### src/rtl/g2sr_pkg.sv
package g2sr_pkg;

  typedef enum logic [2:0] {
    ST_IDLE = 3'd0,
    ST_CHK  = 3'd1,
    ST_ORD  = 3'd2,
    ST_OWR  = 3'd3,
    ST_HOLD = 3'd4,
    ST_CRD  = 3'd5,
    ST_CWR  = 3'd6
  } g2sr_st_e;

endpackage

### src/rtl/g2sr_decode.sv
module g2sr_decode #(
  parameter int DW = 32,
  parameter int TRAIN_BIT = 4,
  parameter int LTSSM_W = 6,
  parameter logic [LTSSM_W-1:0] STUCK_CODE = 6'h0D
) (
  input  logic          clk,
  input  logic          rst,
  input  logic [DW-1:0] dbg0,
  input  logic [DW-1:0] dbg1,
  output logic          stuck_now,
  output logic          link_up
);

  logic training;
  logic unused_dbg;

  assign training   = dbg1[TRAIN_BIT];
  assign stuck_now  = !training && (dbg0[LTSSM_W-1:0] == STUCK_CODE);
  assign unused_dbg = ^{dbg0, dbg1};

  always_ff @(posedge clk) begin
    if (rst) link_up <= 1'b0;
    else     link_up <= !training;
  end

endmodule

### src/rtl/g2sr_tick.sv
module g2sr_tick #(
  parameter int LIMIT = 16
) (
  input  logic clk,
  input  logic rst,
  input  logic en,
  output logic fire
);

  localparam int CW = (LIMIT > 1) ? $clog2(LIMIT) : 1;
  localparam logic [CW-1:0] LAST = CW'(LIMIT - 1);

  logic [CW-1:0] cnt;

  always_ff @(posedge clk) begin
    if (rst) begin
      cnt  <= '0;
      fire <= 1'b0;
    end else if (en) begin
      if (cnt == LAST) begin
        cnt  <= '0;
        fire <= 1'b1;
      end else begin
        cnt  <= cnt + CW'(1);
        fire <= 1'b0;
      end
    end else begin
      cnt  <= '0;
      fire <= 1'b0;
    end
  end

endmodule

### src/rtl/g2sr_seq.sv
module g2sr_seq
  import g2sr_pkg::*;
#(
  parameter int PA_W = 16,
  parameter int PD_W = 16,
  parameter int CNT_W = 8,
  parameter int HOLD_CYC = 312500,
  parameter int RXVALID_BIT = 0,
  parameter logic [PA_W-1:0] RXSTAT_ADDR = 16'h100D,
  parameter logic [PA_W-1:0] OVRD_ADDR = 16'h1005,
  parameter logic [PD_W-1:0] OVRD_MASK = 16'h0028
) (
  input  logic             clk,
  input  logic             rst,
  input  logic             start,
  output logic             phy_req,
  output logic             phy_we,
  output logic [PA_W-1:0]  phy_addr,
  output logic [PD_W-1:0]  phy_wdata,
  input  logic             phy_ack,
  input  logic [PD_W-1:0]  phy_rdata,
  input  logic             phy_err,
  output logic             busy,
  output logic             evt,
  output logic             fail,
  output logic [CNT_W-1:0] count
);

  g2sr_st_e       st;
  logic [PD_W-1:0] orig;
  logic            abort;
  logic            hold_en;
  logic            hold_done;

  assign hold_en = (st == ST_HOLD);
  assign busy    = (st != ST_IDLE);

  g2sr_tick #(.LIMIT(HOLD_CYC)) u_hold (
    .clk  (clk),
    .rst  (rst),
    .en   (hold_en),
    .fire (hold_done)
  );

  always_ff @(posedge clk) begin
    if (rst) begin
      st        <= ST_IDLE;
      phy_req   <= 1'b0;
      phy_we    <= 1'b0;
      phy_addr  <= '0;
      phy_wdata <= '0;
      orig      <= '0;
      abort     <= 1'b0;
      evt       <= 1'b0;
      fail      <= 1'b0;
      count     <= '0;
    end else begin
      evt  <= 1'b0;
      fail <= 1'b0;
      case (st)
        ST_IDLE: begin
          abort <= 1'b0;
          if (start) begin
            st        <= ST_CHK;
            phy_req   <= 1'b1;
            phy_we    <= 1'b0;
            phy_addr  <= RXSTAT_ADDR;
            phy_wdata <= '0;
          end
        end
        ST_CHK: begin
          if (phy_ack) begin
            if (phy_err) begin
              phy_req <= 1'b0;
              fail    <= 1'b1;
              st      <= ST_IDLE;
            end else if (phy_rdata[RXVALID_BIT]) begin
              phy_req <= 1'b0;
              st      <= ST_IDLE;
            end else begin
              phy_addr <= OVRD_ADDR;
              st       <= ST_ORD;
            end
          end
        end
        ST_ORD: begin
          if (phy_ack) begin
            if (phy_err) begin
              phy_req <= 1'b0;
              fail    <= 1'b1;
              st      <= ST_IDLE;
            end else begin
              orig      <= phy_rdata;
              phy_we    <= 1'b1;
              phy_wdata <= phy_rdata | OVRD_MASK;
              st        <= ST_OWR;
            end
          end
        end
        ST_OWR: begin
          if (phy_ack) begin
            if (phy_err) begin
              abort     <= 1'b1;
              phy_wdata <= orig & ~OVRD_MASK;
              st        <= ST_CWR;
            end else begin
              phy_req <= 1'b0;
              phy_we  <= 1'b0;
              st      <= ST_HOLD;
            end
          end
        end
        ST_HOLD: begin
          if (hold_done) begin
            phy_req  <= 1'b1;
            phy_we   <= 1'b0;
            phy_addr <= OVRD_ADDR;
            st       <= ST_CRD;
          end
        end
        ST_CRD: begin
          if (phy_ack) begin
            phy_we <= 1'b1;
            st     <= ST_CWR;
            if (phy_err) begin
              abort     <= 1'b1;
              phy_wdata <= orig & ~OVRD_MASK;
            end else begin
              phy_wdata <= phy_rdata & ~OVRD_MASK;
            end
          end
        end
        ST_CWR: begin
          if (phy_ack) begin
            phy_req <= 1'b0;
            phy_we  <= 1'b0;
            st      <= ST_IDLE;
            if (phy_err || abort) begin
              fail <= 1'b1;
            end else begin
              evt   <= 1'b1;
              count <= count + CNT_W'(1);
            end
          end
        end
        default: st <= ST_IDLE;
      endcase
    end
  end

endmodule

### src/rtl/g2_stall_rescue.sv
module g2_stall_rescue #(
  parameter int DW = 32,
  parameter int PA_W = 16,
  parameter int PD_W = 16,
  parameter int CNT_W = 8,
  parameter int TRAIN_BIT = 4,
  parameter int LTSSM_W = 6,
  parameter logic [LTSSM_W-1:0] STUCK_CODE = 6'h0D,
  parameter int DWELL_CYC = 250000,
  parameter int HOLD_CYC = 312500,
  parameter int RXVALID_BIT = 0,
  parameter logic [PA_W-1:0] RXSTAT_ADDR = 16'h100D,
  parameter logic [PA_W-1:0] OVRD_ADDR = 16'h1005,
  parameter logic [PD_W-1:0] OVRD_MASK = 16'h0028
) (
  input  logic             clk,
  input  logic             rst,
  input  logic [DW-1:0]    lt_dbg0,
  input  logic [DW-1:0]    lt_dbg1,
  output logic             phy_req,
  output logic             phy_we,
  output logic [PA_W-1:0]  phy_addr,
  output logic [PD_W-1:0]  phy_wdata,
  input  logic             phy_ack,
  input  logic [PD_W-1:0]  phy_rdata,
  input  logic             phy_err,
  output logic             link_up,
  output logic             rec_busy,
  output logic             rec_event,
  output logic             rec_fail,
  output logic [CNT_W-1:0] rec_count
);

  logic stuck_now;
  logic dwell_en;
  logic dwell_done;

  g2sr_decode #(
    .DW(DW), .TRAIN_BIT(TRAIN_BIT), .LTSSM_W(LTSSM_W), .STUCK_CODE(STUCK_CODE)
  ) u_dec (
    .clk       (clk),
    .rst       (rst),
    .dbg0      (lt_dbg0),
    .dbg1      (lt_dbg1),
    .stuck_now (stuck_now),
    .link_up   (link_up)
  );

  assign dwell_en = stuck_now && !rec_busy;

  g2sr_tick #(.LIMIT(DWELL_CYC)) u_dwell (
    .clk  (clk),
    .rst  (rst),
    .en   (dwell_en),
    .fire (dwell_done)
  );

  g2sr_seq #(
    .PA_W(PA_W), .PD_W(PD_W), .CNT_W(CNT_W), .HOLD_CYC(HOLD_CYC),
    .RXVALID_BIT(RXVALID_BIT), .RXSTAT_ADDR(RXSTAT_ADDR),
    .OVRD_ADDR(OVRD_ADDR), .OVRD_MASK(OVRD_MASK)
  ) u_seq (
    .clk       (clk),
    .rst       (rst),
    .start     (dwell_done),
    .phy_req   (phy_req),
    .phy_we    (phy_we),
    .phy_addr  (phy_addr),
    .phy_wdata (phy_wdata),
    .phy_ack   (phy_ack),
    .phy_rdata (phy_rdata),
    .phy_err   (phy_err),
    .busy      (rec_busy),
    .evt       (rec_event),
    .fail      (rec_fail),
    .count     (rec_count)
  );

endmodule

### config.mk
export PLATFORM = sky130hd
export DESIGN_NAME = g2_stall_rescue
export DESIGN_NICKNAME = d
export VERILOG_FILES = /design/src/rtl/g2sr_pkg.sv /design/src/rtl/g2sr_decode.sv /design/src/rtl/g2sr_tick.sv /design/src/rtl/g2sr_seq.sv /design/src/rtl/g2_stall_rescue.sv
export SDC_FILE = /design/constraint.sdc
export NUM_CORES = 1
export LEC_CHECK = 0
export BUFFER_PORTS_ARGS = -buffer_cell sky130_fd_sc_hd__buf_2
export CORE_MARGIN = 4
export CORE_UTILIZATION = 51
export DETAILED_ROUTE_END_ITERATION = 8
export PLACE_DENSITY = 0.79
export SLEW_MARGIN = 0
export SYNTH_ARGS = -nofsm -noshare
export SYNTH_HDL_FRONTEND = slang
export SYNTH_HIERARCHICAL = 1
export SYNTH_SLANG_ARGS = --single-unit
### constraint.sdc
create_clock -name clk -period 1.9 [get_ports clk]
set_input_delay 0.285 -clock clk [delete_from_list [all_inputs] [get_ports clk]]
set_output_delay 0.285 -clock clk [all_outputs]
set_load 0.1 [all_outputs]
==> key figures <==
Placed design
  • Final weighted congestion in routability-driven placement: 0.8274
  • Post-detailed-placement half-perimeter wirelength: 6.546 mm
  • Count of input and output buffers: 58
  • Setup Slack @ Placement: -187.0 ps

Pwr
  • Combinational cell fraction of total power: 6.0%
  • Areal power density over the cells: 680.9 mW/mm²
  • Static power due to leakage: 0.001683 µW
  • Maximum VDD drop: 0.0003323 V
  • Switching share of total power: 28.16%
  • Net switching power of the design: 932.4 µW
  • Power share of the clock group: 39.0%
  • Internal power summed over all cells: 2378 µW
  • Part of the total power dissipated in sequential elements: 55.1%

Logic synthesis
  • Cells after synthesis: 491
  • Avg Synthesized Cell Area: 8.611 µm²
  • EDFF count, synth: 0
  • Part of the Yosys area used for sequential elements: 41.20%
  • Synth top area share: 41.20%
  • Post-synthesis cell area: 0.004228 mm²
  • Cell variety after synth: 64
  • Synth top area cells: sky130_fd_sc_hd__dfxtp_1, sky130_fd_sc_hd__xnor2_1, sky130_fd_sc_hd__nor2_1, sky130_fd_sc_hd__a21oi_1, sky130_fd_sc_hd__nand2_1
  • Primary FF master, synth: sky130_fd_sc_hd__dfxtp_1
  • FFs w/ async S/R, synth: 0%
  • FF+latch count, synth: 87
  • Number of warnings reported in the yosys synthesis log: 6
  • Post-synthesis cell type with the largest combined area: sky130_fd_sc_hd__dfxtp_1

Clock tree
  • Number of setup buffers added after CTS: 0
  • Number of H-tree levels: 3
  • Inserted Clock Buffers: 9
  • Root Buffer: sky130_fd_sc_hd__clkbuf_8
  • CTS tree: yes
  • Buffer levels on the longest clock path: 2
  • Clock sink count: 87
  • Clk pin slew, worst setup/hold paths: 100 ps
  • Clock latency of the later-clocked register in the worst-skew pair: 370 ps

Run
  • Max_cap viols: 0

Setup path
  • Type of destination of the critical path: output pin
  • Chain of cells forming the critical path: buf_4 > nor2_2 > nand2_4 > buf_12
  • CP max stage delay: 370 ps
  • Slowest CP cell: sky130_fd_sc_hd__dfxtp_1
  • Data arrival at the endpoint of the critical path: 1490 ps
  • Required @ worst endpoint: 1620 ps
  • Category of the critical setup timing path: reg -> out
  • Worst flop-to-flop path startpoint: u_seq/u_hold/cnt[0]
  • Worst setup path startpoint: u_seq/st[0]
  • Type of element launching the critical path: register
  • Max Fanout on Critical Path: 16

Detailed routing
  • Final WL: 9.299 mm
  • Drt pass-1 iters: 4
  • Via count: 3690
  • Remaining antenna violation count: 0
  • Mean number of vias per cell: 5.574
  • DRC violations left: 0
  • Wire per inst: 14.05 µm
  • Number of DRC violations after detailed-routing iteration 0: 149

Timing
  • Actual transition at the worst max-transition pin: 611.1 ps
  • Hold Violations, Final: 0
  • Highest achievable clock rate: 561.9 MHz
  • Count of endpoints failing setup in the final report: 0
  • Final worst-path cycle share: 93.67%
  • Worst clock skew: 7.451 ps
  • Worst slew margin relative to its limit: 58.89%
  • Tmin final: 1780 ps
  • Setup repair after global routing missed its margin: false
  • Final critical-path setup slack: 120.4 ps
  • Number of slew-limit violations in the final report: 0

Global routing
  • Number of antenna violations at the first check in global routing: 0
  • Wire length of the first global-routing pass: 15.73 mm
  • Vias in the first global route: 3477
  • Overall global routing resource usage: 19.33%
  • Maximum number of pins on one net before global-route repair: 26
  • Leftover overflow at the end of global routing: 0

Die
  • Die Span Y: 99.05 µm
  • IO Pins: 130
  • Total die area: 0.009811 mm²
  • Horizontal die dimension: 99.05 µm
  • Standard-cell rows: 32
  • Core Region: 0.007888 mm²
  • Initial Util: 53.60%

Cells and area
  • Layout cell share with drive strength beyond 1: 24.46%
  • FF/Latch Area: 0.001747 mm²
  • Final standard cell utilization of the core: 61.64%
  • Combined area of the multi-input logic cells: 0.002238 mm²
  • FILL cells: 661
  • Synthesis-to-finish area growth: 15.00%
  • Net count of the finished layout: 642
  • Number of antenna cells inserted: 0

Worst hold path
  • Path class of the lowest-slack min-delay path: in -> reg
  • Worst Hold Launch: lt_dbg1[4]

Run status
  • Outcome: finished, final reports clean
## repair_timing
action | in CTS | in global routing
gates resized for setup | 3 | 7
setup endpoints to repair | 15 | 26
hold buffers | 0 | 0
## critical path, delay by kind of cell, from the launching register on
kind                   cells  cell delay (ps)
DFF                        1              370
and+or+nand+nor            2              360
buffers and inverters      2              390
## layout by cell type (no fill, tap or decap), types with 9 or more instances in the layout
cell,n
sky130_fd_sc_hd__a211oi_2,9
sky130_fd_sc_hd__nor3_1,22
sky130_fd_sc_hd__o21ai_0,13
sky130_fd_sc_hd__nand3_1,16
sky130_fd_sc_hd__nor4_1,14
sky130_fd_sc_hd__clkbuf_8,9
sky130_fd_sc_hd__buf_4,26
sky130_fd_sc_hd__nand4_1,13
sky130_fd_sc_hd__a32oi_1,14
sky130_fd_sc_hd__dfxtp_1,83
sky130_fd_sc_hd__xnor2_1,26
sky130_fd_sc_hd__a21oi_1,36
sky130_fd_sc_hd__nor2_1,55
sky130_fd_sc_hd__inv_1,14
sky130_fd_sc_hd__nand2_1,44
sky130_fd_sc_hd__buf_2,57
sky130_fd_sc_hd__conb_1,12
## cell families after synthesis
logic type               share of synthesized area [%]
AND/OR/NAND/NOR                                  25.72
AO/OA/AOI/OAI                                    16.16
other                                          0.08870
XOR/XNOR                                         6.629
adder cells (fa/ha/maj)                         0.8879
flip-flops                                       41.20
multiplexers                                     1.243
buffers and inverters                            8.079
## metal layers
metal / vias up / global-route usage, % / share of wire [%]
met5: - / 0 / 0
met4: 0 / 9.139 / 2.4
met3: 18 / 3.397 / 4.7
met2: 85 / 31.97 / 48
met1: 1738 / 24.35 / 45
li1: 1849 / - / -
## sequential cells by signal, summed over array words and instances (netlist names), 2 cells and up
signal,count
u_dwell/cnt,18
u_seq/count,8
u_seq/orig,14
u_seq/phy_addr,2
u_seq/phy_wdata,15
u_seq/st,3
u_seq/u_hold/cnt,19
## power groups by stage
stage          registers (µW)  clock network, µW  logic (µW)
6_report                 1820               1290         197
3_5_place_dp             1870                  0         195
3_3_place_gp             1870                  0         193
5_1_grt                  1820               1400         207
4_1_cts                  1820               1330         196
2_1_floorplan            1870                  0         157
## cells in the mapped netlist, drive strengths merged, types with 6 or more instances
| cell | number |
|---|---|
| nand4 | 14 |
| dfxtp | 87 |
| nand2 | 46 |
| xor2 | 6 |
| a211oi | 14 |
| nor3 | 25 |
| nor4 | 14 |
| clkbuf | 7 |
| nand3 | 18 |
| a21oi | 37 |
| inv | 14 |
| xnor2 | 26 |
| or3 | 6 |
| nor2b | 6 |
| buf | 35 |
| a32oi | 14 |
| nor2 | 56 |
| o21ai | 16 |
## final timing paths
| check | to | slack [ps] | cells past startpoint |
|---|---|---|---|
| min reg2reg | u_seq/orig[15] | 460 | 2 |
| min | u_dec/link_up | 90 | 2 |
| max | rec_busy | 120 | 4 |
| max reg2reg | u_seq/u_hold/cnt[18] | 140 | 5 |
## metrics by stage
step / std cells / setup TNS (ps) / hold slack (ps) / total power [µW] / area [µm²]
floorplan: 502 / 0 / 351.7 / 2031 / 4282
detailed placement: 646 / -1966 / 448.7 / 2061 / 4624
global route: 662 / 0 / 94.79 / 3435 / 4862
finish: 662 / 0 / 86.89 / 3311 / 4862
global placement: 646 / -213.9 / 442.0 / 2059 / 4624
CTS: 662 / 0 / 73.80 / 3350 / 4826
## cell type report
cell class / instances / area share [%]
Clock buffer: 9 / 2.548
Clock inverter: 7 / 1.415
Inverter: 15 / 1.158
Multi-Input combinational cell: 358 / 46.04
Sequential cell: 87 / 35.92
Tap cell: 102 / 2.625
Timing Repair Buffer: 84 / 10.29
Note: power is estimated with default switching activity, not from simulation.
